--- config.mk ---
export PLATFORM = sky130hd
export DESIGN_NAME = ffd_vin_path
export DESIGN_NICKNAME = d
export VERILOG_FILES = /design/src/rtl/ffd_pkg.sv /design/src/rtl/ffd_lpf.sv /design/src/rtl/ffd_scale.sv /design/src/rtl/ffd_divider.sv /design/src/rtl/ffd_vin_path.sv
export SDC_FILE = /design/constraint.sdc
export NUM_CORES = 2
export LEC_CHECK = 0
export BUFFER_PORTS_ARGS = -buffer_cell sky130_fd_sc_hd__buf_2
export CAP_MARGIN = 10
export CORE_ASPECT_RATIO = 1.75
export CORE_MARGIN = 4
export CORE_UTILIZATION = 59
export CTS_CLUSTER_DIAMETER = 30
export DETAILED_ROUTE_END_ITERATION = 12
export GPL_TIMING_DRIVEN = 0
export MAX_ROUTING_LAYER = met4
export PLACE_DENSITY = 0.83
export SYNTH_ARGS = -nofsm -noshare
export SYNTH_HDL_FRONTEND = slang
export SYNTH_SLANG_ARGS = --single-unit
--- constraint.sdc ---
create_clock -name clk -period 9.6 [get_ports clk]
set_input_delay 0.48 -clock clk [delete_from_list [all_inputs] [get_ports clk]]
set_output_delay 0.48 -clock clk [all_outputs]
set_load 0.02 [all_outputs]
--- src/rtl/ffd_pkg.sv ---
package ffd_pkg;
    typedef enum logic [1:0] {
        SRC_RECT_A = 2'd0,
        SRC_RECT_B = 2'd1,
        SRC_PRI    = 2'd2,
        SRC_FW     = 2'd3
    } ffd_src_e;
endpackage

--- src/rtl/ffd_lpf.sv ---
module ffd_lpf #(
    parameter int W  = 16,
    parameter int SH = 16
) (
    input  logic         clk,
    input  logic         rst_n,
    input  logic         valid,
    input  logic [W-1:0] sample,
    input  logic [W-1:0] gain,
    output logic [W-1:0] y
);
    localparam int PW = 2 * W + 2;

    typedef struct packed {
        logic [W-1:0] acc;
    } lpf_st_t;

    lpf_st_t st_d, st_q;
    logic signed [W:0]    err;
    logic signed [PW-1:0] prod;
    logic signed [PW-1:0] step;
    logic signed [PW-1:0] sum;

    always_comb begin
        st_d = st_q;
        err  = $signed({1'b0, sample}) - $signed({1'b0, st_q.acc});
        prod = PW'(err) * PW'($signed({1'b0, gain}));
        step = prod >>> SH;
        sum  = $signed({{(PW-W){1'b0}}, st_q.acc}) + step;
        if (valid) begin
            st_d.acc = sum[W-1:0];
        end
    end

    always_ff @(posedge clk or negedge rst_n) begin
        if (!rst_n) st_q <= '0;
        else        st_q <= st_d;
    end

    assign y = st_q.acc;

    a_r5_hold_without_strobe: assert property (@(posedge clk) disable iff (!rst_n)
        !valid |=> $stable(y));
    a_r5_moves_toward_rise: assert property (@(posedge clk) disable iff (!rst_n)
        (valid && sample >= y) |=> (y >= $past(y) && y <= $past(sample)));
    a_r5_moves_toward_fall: assert property (@(posedge clk) disable iff (!rst_n)
        (valid && sample < y) |=> (y <= $past(y) && y >= $past(sample)));
endmodule

--- src/rtl/ffd_scale.sv ---
module ffd_scale #(
    parameter int W    = 16,
    parameter int FRAC = 14
) (
    input  logic [W-1:0] value,
    input  logic [W-1:0] factor,
    output logic [W-1:0] scaled
);
    localparam int PW = 2 * W;

    logic [PW-1:0] prod;
    logic [PW-1:0] shifted;

    always_comb begin
        prod    = PW'(value) * PW'(factor);
        shifted = prod >> FRAC;
        scaled  = (|shifted[PW-1:W]) ? {W{1'b1}} : shifted[W-1:0];
    end
endmodule

--- src/rtl/ffd_divider.sv ---
module ffd_divider #(
    parameter int W  = 16,
    parameter int QF = 15
) (
    input  logic         clk,
    input  logic         rst_n,
    input  logic         start,
    input  logic [W-1:0] dividend,
    input  logic [W-1:0] divisor,
    output logic         busy,
    output logic         done,
    output logic [W-1:0] result,
    output logic [W-1:0] divisor_held
);
    localparam int DW = W + QF;
    localparam int CW = $clog2(DW);

    typedef struct packed {
        logic          busy;
        logic          done;
        logic [CW-1:0] cnt;
        logic [DW-1:0] dvd;
        logic [W-1:0]  rem;
        logic [DW-1:0] quo;
        logic [W-1:0]  dvs;
        logic [W-1:0]  res;
    } div_st_t;

    div_st_t st_d, st_q;
    logic [W:0]    rem_sh;
    logic [W:0]    rem_sub;
    logic          qbit;
    logic [DW-1:0] quo_nx;

    always_comb begin
        st_d      = st_q;
        st_d.done = 1'b0;
        rem_sh    = {st_q.rem, st_q.dvd[DW-1]};
        rem_sub   = rem_sh - {1'b0, st_q.dvs};
        qbit      = (rem_sh >= {1'b0, st_q.dvs});
        quo_nx    = {st_q.quo[DW-2:0], qbit};
        if (!st_q.busy) begin
            if (start) begin
                st_d.dvs = divisor;
                if (divisor == '0) begin
                    st_d.done = 1'b1;
                    st_d.res  = {W{1'b1}};
                end else begin
                    st_d.busy = 1'b1;
                    st_d.cnt  = '0;
                    st_d.dvd  = {dividend, {QF{1'b0}}};
                    st_d.rem  = '0;
                    st_d.quo  = '0;
                end
            end
        end else begin
            st_d.dvd = st_q.dvd << 1;
            st_d.rem = qbit ? rem_sub[W-1:0] : rem_sh[W-1:0];
            st_d.quo = quo_nx;
            if (st_q.cnt == CW'(DW - 1)) begin
                st_d.busy = 1'b0;
                st_d.done = 1'b1;
                st_d.res  = (|quo_nx[DW-1:W]) ? {W{1'b1}} : quo_nx[W-1:0];
            end else begin
                st_d.cnt = st_q.cnt + 1'b1;
            end
        end
    end

    always_ff @(posedge clk or negedge rst_n) begin
        if (!rst_n) st_q <= '0;
        else        st_q <= st_d;
    end

    assign busy         = st_q.busy;
    assign done         = st_q.done;
    assign result       = st_q.res;
    assign divisor_held = st_q.dvs;

    a_r10_busy_done_exclusive: assert property (@(posedge clk) disable iff (!rst_n)
        done |-> !busy);
    a_r8_done_single_pulse: assert property (@(posedge clk) disable iff (!rst_n)
        (done && !start) |=> !done);
    a_r7_zero_divisor_saturates: assert property (@(posedge clk) disable iff (!rst_n)
        (start && !busy && divisor == '0) |=> (done && result == {W{1'b1}}));
    a_r9_divisor_frozen: assert property (@(posedge clk) disable iff (!rst_n)
        busy |=> $stable(divisor_held));
endmodule

--- src/rtl/ffd_vin_path.sv ---
module ffd_vin_path #(
    parameter int W    = 16,
    parameter int FRAC = 14,
    parameter int QF   = 15,
    parameter int LPSH = 16
) (
    input  logic          clk,
    input  logic          rst_n,
    input  logic          start,
    input  logic [1:0]    src_sel,
    input  logic [W-1:0]  rect_a,
    input  logic [W-1:0]  rect_b,
    input  logic [W-1:0]  pri_sample,
    input  logic          pri_valid,
    input  logic [W-1:0]  fw_vin,
    input  logic [W-1:0]  rect_scale,
    input  logic [W-1:0]  turns_scale,
    input  logic [W-1:0]  lpf_gain,
    input  logic [W-1:0]  vref,
    input  logic [W-1:0]  inv_vout_scale,
    output logic          busy,
    output logic          done,
    output logic [W-1:0]  duty,
    output logic [W-1:0]  vin_used,
    output logic [W-1:0]  pri_filt
);
    import ffd_pkg::*;

    ffd_src_e     sel;
    logic [W-1:0] raw_vin;
    logic [W-1:0] vin_factor;
    logic [W-1:0] vin_scaled;
    logic [W-1:0] target;

    ffd_lpf #(.W(W), .SH(LPSH)) u_lpf (
        .clk    (clk),
        .rst_n  (rst_n),
        .valid  (pri_valid),
        .sample (pri_sample),
        .gain   (lpf_gain),
        .y      (pri_filt)
    );

    always_comb begin
        sel        = ffd_src_e'(src_sel);
        vin_factor = rect_scale;
        unique case (sel)
            SRC_RECT_A: raw_vin = rect_a;
            SRC_RECT_B: raw_vin = rect_b;
            SRC_PRI: begin
                raw_vin    = pri_filt;
                vin_factor = turns_scale;
            end
            default:    raw_vin = fw_vin;
        endcase
    end

    ffd_scale #(.W(W), .FRAC(FRAC)) u_vin_scale (
        .value  (raw_vin),
        .factor (vin_factor),
        .scaled (vin_scaled)
    );

    ffd_scale #(.W(W), .FRAC(FRAC)) u_tgt_scale (
        .value  (vref),
        .factor (inv_vout_scale),
        .scaled (target)
    );

    ffd_divider #(.W(W), .QF(QF)) u_div (
        .clk          (clk),
        .rst_n        (rst_n),
        .start        (start),
        .dividend     (target),
        .divisor      (vin_scaled),
        .busy         (busy),
        .done         (done),
        .result       (duty),
        .divisor_held (vin_used)
    );
endmodule

==> run summary <==
status: finished with violations
failing checks: setup timing
vias per cell: 5.90
hold path start: start
Top delay family on crit path: adder cells
Slew Limit Fails: 0
RR Startpoint: u_lpf.y[1]$_DFFE_PN0P_
number of antenna violations at the first check in global routing: 2
Sink Count: 117
fmax: 0.0935 GHz
via count: 28500
antenna-violating nets left: 0
pre-CTS setup slack: -2.14 ns
maxcap violations: 0
yosys warns: 0
post-route insts no fill: 4825
Cell variety after synth: 74
Synth Flop Type: dfrtp_1
DR iter-0 viols: 1607
Rows: 115
mapped cell area: 33700 sq um
RSZ-0062 raised after global routing: true
gr usage total: 0.358
Layout area overhead: 11.6%
Least-Margin Pin Slew: 1.31 ns
Cells after Synth: 3770
CTS tree: yes
worst hold slack: 0.376 ns
Max FO, Critical Path: 4
Seq/Total Area, Yosys: 0.0868
Post-Syn Nets: 4908
global-route wire length before repair: 165000 um
Port Buf Inserts: 194
Buf/Inv on CP: 6
R2R setup slack: -1.09 ns
largest stage delay on the critical path: 0.57 ns
CP startpoint: u_lpf.y[1]$_DFFE_PN0P_
met2 global-route usage: 0.621
Slowest-stage cell, CP: fa_1
worst setup path endpoint: u_lpf.y[15]$_DFFE_PN0P_
final setup fails: 8
CP Depth: 44
Post-route DRC: 0
routed wire length: 107000 um
root buf cell: clkbuf_16
ys async rst share: 1.00
busiest grt layer: met2
Synth area leaders: fa_1 (39%), ha_1 (12%), inv_1 (9.4%), dfrtp_1 (8.7%), nand2_1 (5.8%)
leading area contributor after synthesis: fa_1
clock-pin slew on the worst setup and hold paths: 0.08 ns
min-delay worst type: in -> reg
die area: 61200 sq um
clock skew: 0.0253 ns
GR Util met3: 0.0545
final hold violation count: 0
number of synthesized flops with an enable pin: 0
Synth top area share: 0.388
PnR worst setup slack: -1.09 ns
min cycle time layout: 10.69 ns
clock buffer depth: 2
worst skew pair latency: 0.45 ns
first-pass iteration count of the detailed router: 5
#FFs+latches synth: 117
die extent in x: 189 um
I/O pins: 200
Routed WL per cell: 22.2 um
share of cells above drive strength 1: 0.131
placed cell count: 4725
Final Cycle Share: 1.11
core area: 56400 sq um
Syn Area/Cell: 8.95 sq um
Slew HR: 0.117
Reg-to-Reg End: u_lpf.y[15]$_DFFE_PN0P_
routability congestion estimate: 1.04
cells on worst reg2reg path: 44
GRT met1 Usage: 0.329
most frequent cell after synthesis: inv_1
CP Capture Type: flip-flop
gr ovfl total: 0
Setup crit start kind: flip-flop
critical path type: reg -> reg
most used cell, CP: fa_1
vias in the first global route: 31600
crit path DAT: 10.97 ns
CP Data Required Time: 9.88 ns
post-detail-place hpwl: 85100 um
H-tree levels: 4
Die Y: 324 um
pin count of the biggest net entering global routing: 69
fin nets: 5188
starting density of the core: 0.598
TritonCTS Buffers: 17
top cells by count, synth: inv_1 (848), fa_1 (654), nand2_1 (520)
how the worst min path moves through the flow:
stage,end,slack (ns),cells after the start
after CTS,u_div.busy$_DFF_PN0_,0.35,3
after global routing,u_div.busy$_DFF_PN0_,0.38,3
final,u_div.busy$_DFF_PN0_,0.38,3
after detailed placement,u_div.quo_nx[25]$_DFFE_PN0P_,0.45,1
after floorplan,u_div.busy$_DFF_PN0_,0.18,0
after global placement,u_div.st_q[106]$_DFFE_PN0P_,0.47,2
placed cells by master (no fill, tap or decap), drive strengths merged, types with 19 or more instances in the layout:
| cell type | n |
|---|---|
| inv | 851 |
| dfrtp | 117 |
| a21oi | 80 |
| nand2b | 22 |
| clkbuf | 130 |
| o21a | 24 |
| mux2i | 53 |
| o21ai | 64 |
| buf | 313 |
| a22o | 32 |
| a21o | 46 |
| xor2 | 31 |
| mux2 | 26 |
| nand2 | 520 |
| fa | 654 |
| and2 | 217 |
| nor2 | 171 |
| nand4 | 19 |
| ha | 334 |
| nor3 | 31 |
| nand3 | 19 |
| nor2b | 33 |
| xnor2 | 54 |
| and3 | 22 |
worst register-to-register path: cells and delay by family, from the launching register on:
kind	cells	cell delay (ns)
fa+ha+maj	9	3.88
xor+xnor	2	0.62
simple gates	10	1.47
compound gates	17	3.41
flops	1	0.42
buf+inv	6	0.72
flip-flops by register name (all words and copies together), names as in the netlist:
signal and cells:
u_div.divisor_held 16, u_div.done 1, u_lpf.y 16, u_div.result 16, u_div.quo_nx 30, u_div.st_q 20
u_div.busy 1, u_div.rem_sh 17
cell type report:
type / instances / area [sq um]
multi-input cells: 2641 / 27600
fillers: 4496 / 18700
inverters: 848 / 3180
flip-flops and latches: 117 / 2930
repair buffers: 264 / 1570
well taps: 760 / 951
plain buffers: 161 / 896
clock buffers: 19 / 443
clock inverters: 13 / 123
diodes: 2 / 5.00
through the flow:
stage,area [sq um],TNS [ns],util
after floorplan,33800,0,-
after global placement,35700,-60.03,0.633
after detailed placement,35800,-67.74,0.634
after CTS,37100,-1.89,0.658
after global routing,37700,-5.06,0.668
final,37700,-3.54,0.668
layer usage:
layer  part of all wire  wire length [um]
met1               0.30             32000
met5                  0                 0
met2               0.51             54200
met4               0.13             14000
met3              0.063              6730
cell families after synthesis:
logic type | share of synthesized area
AOI/OAI and AO/OA | 0.0803
DFF | 0.0868
adders and majority gates | 0.512
muxes | 0.0294
and+or+nand+nor | 0.152
buffers and inverters | 0.118
xor gates and xnor gates | 0.0221
timing repair:
| item | CTS | global route |
|---|---|---|
| buffers inserted | 41 | 30 |
| gates resized for setup | 102 | 91 |
| setup endpoints to repair | 95 | 93 |
| pin swaps | 59 | 99 |
| gates cloned | 0 | 1 |
| endpoints found under the hold margin | 14 | 0 |
| hold buffers | 1 | 0 |
Power is not shown: default switching activity piles up to over one toggle a cycle in this logic, so the estimate is an artifact.
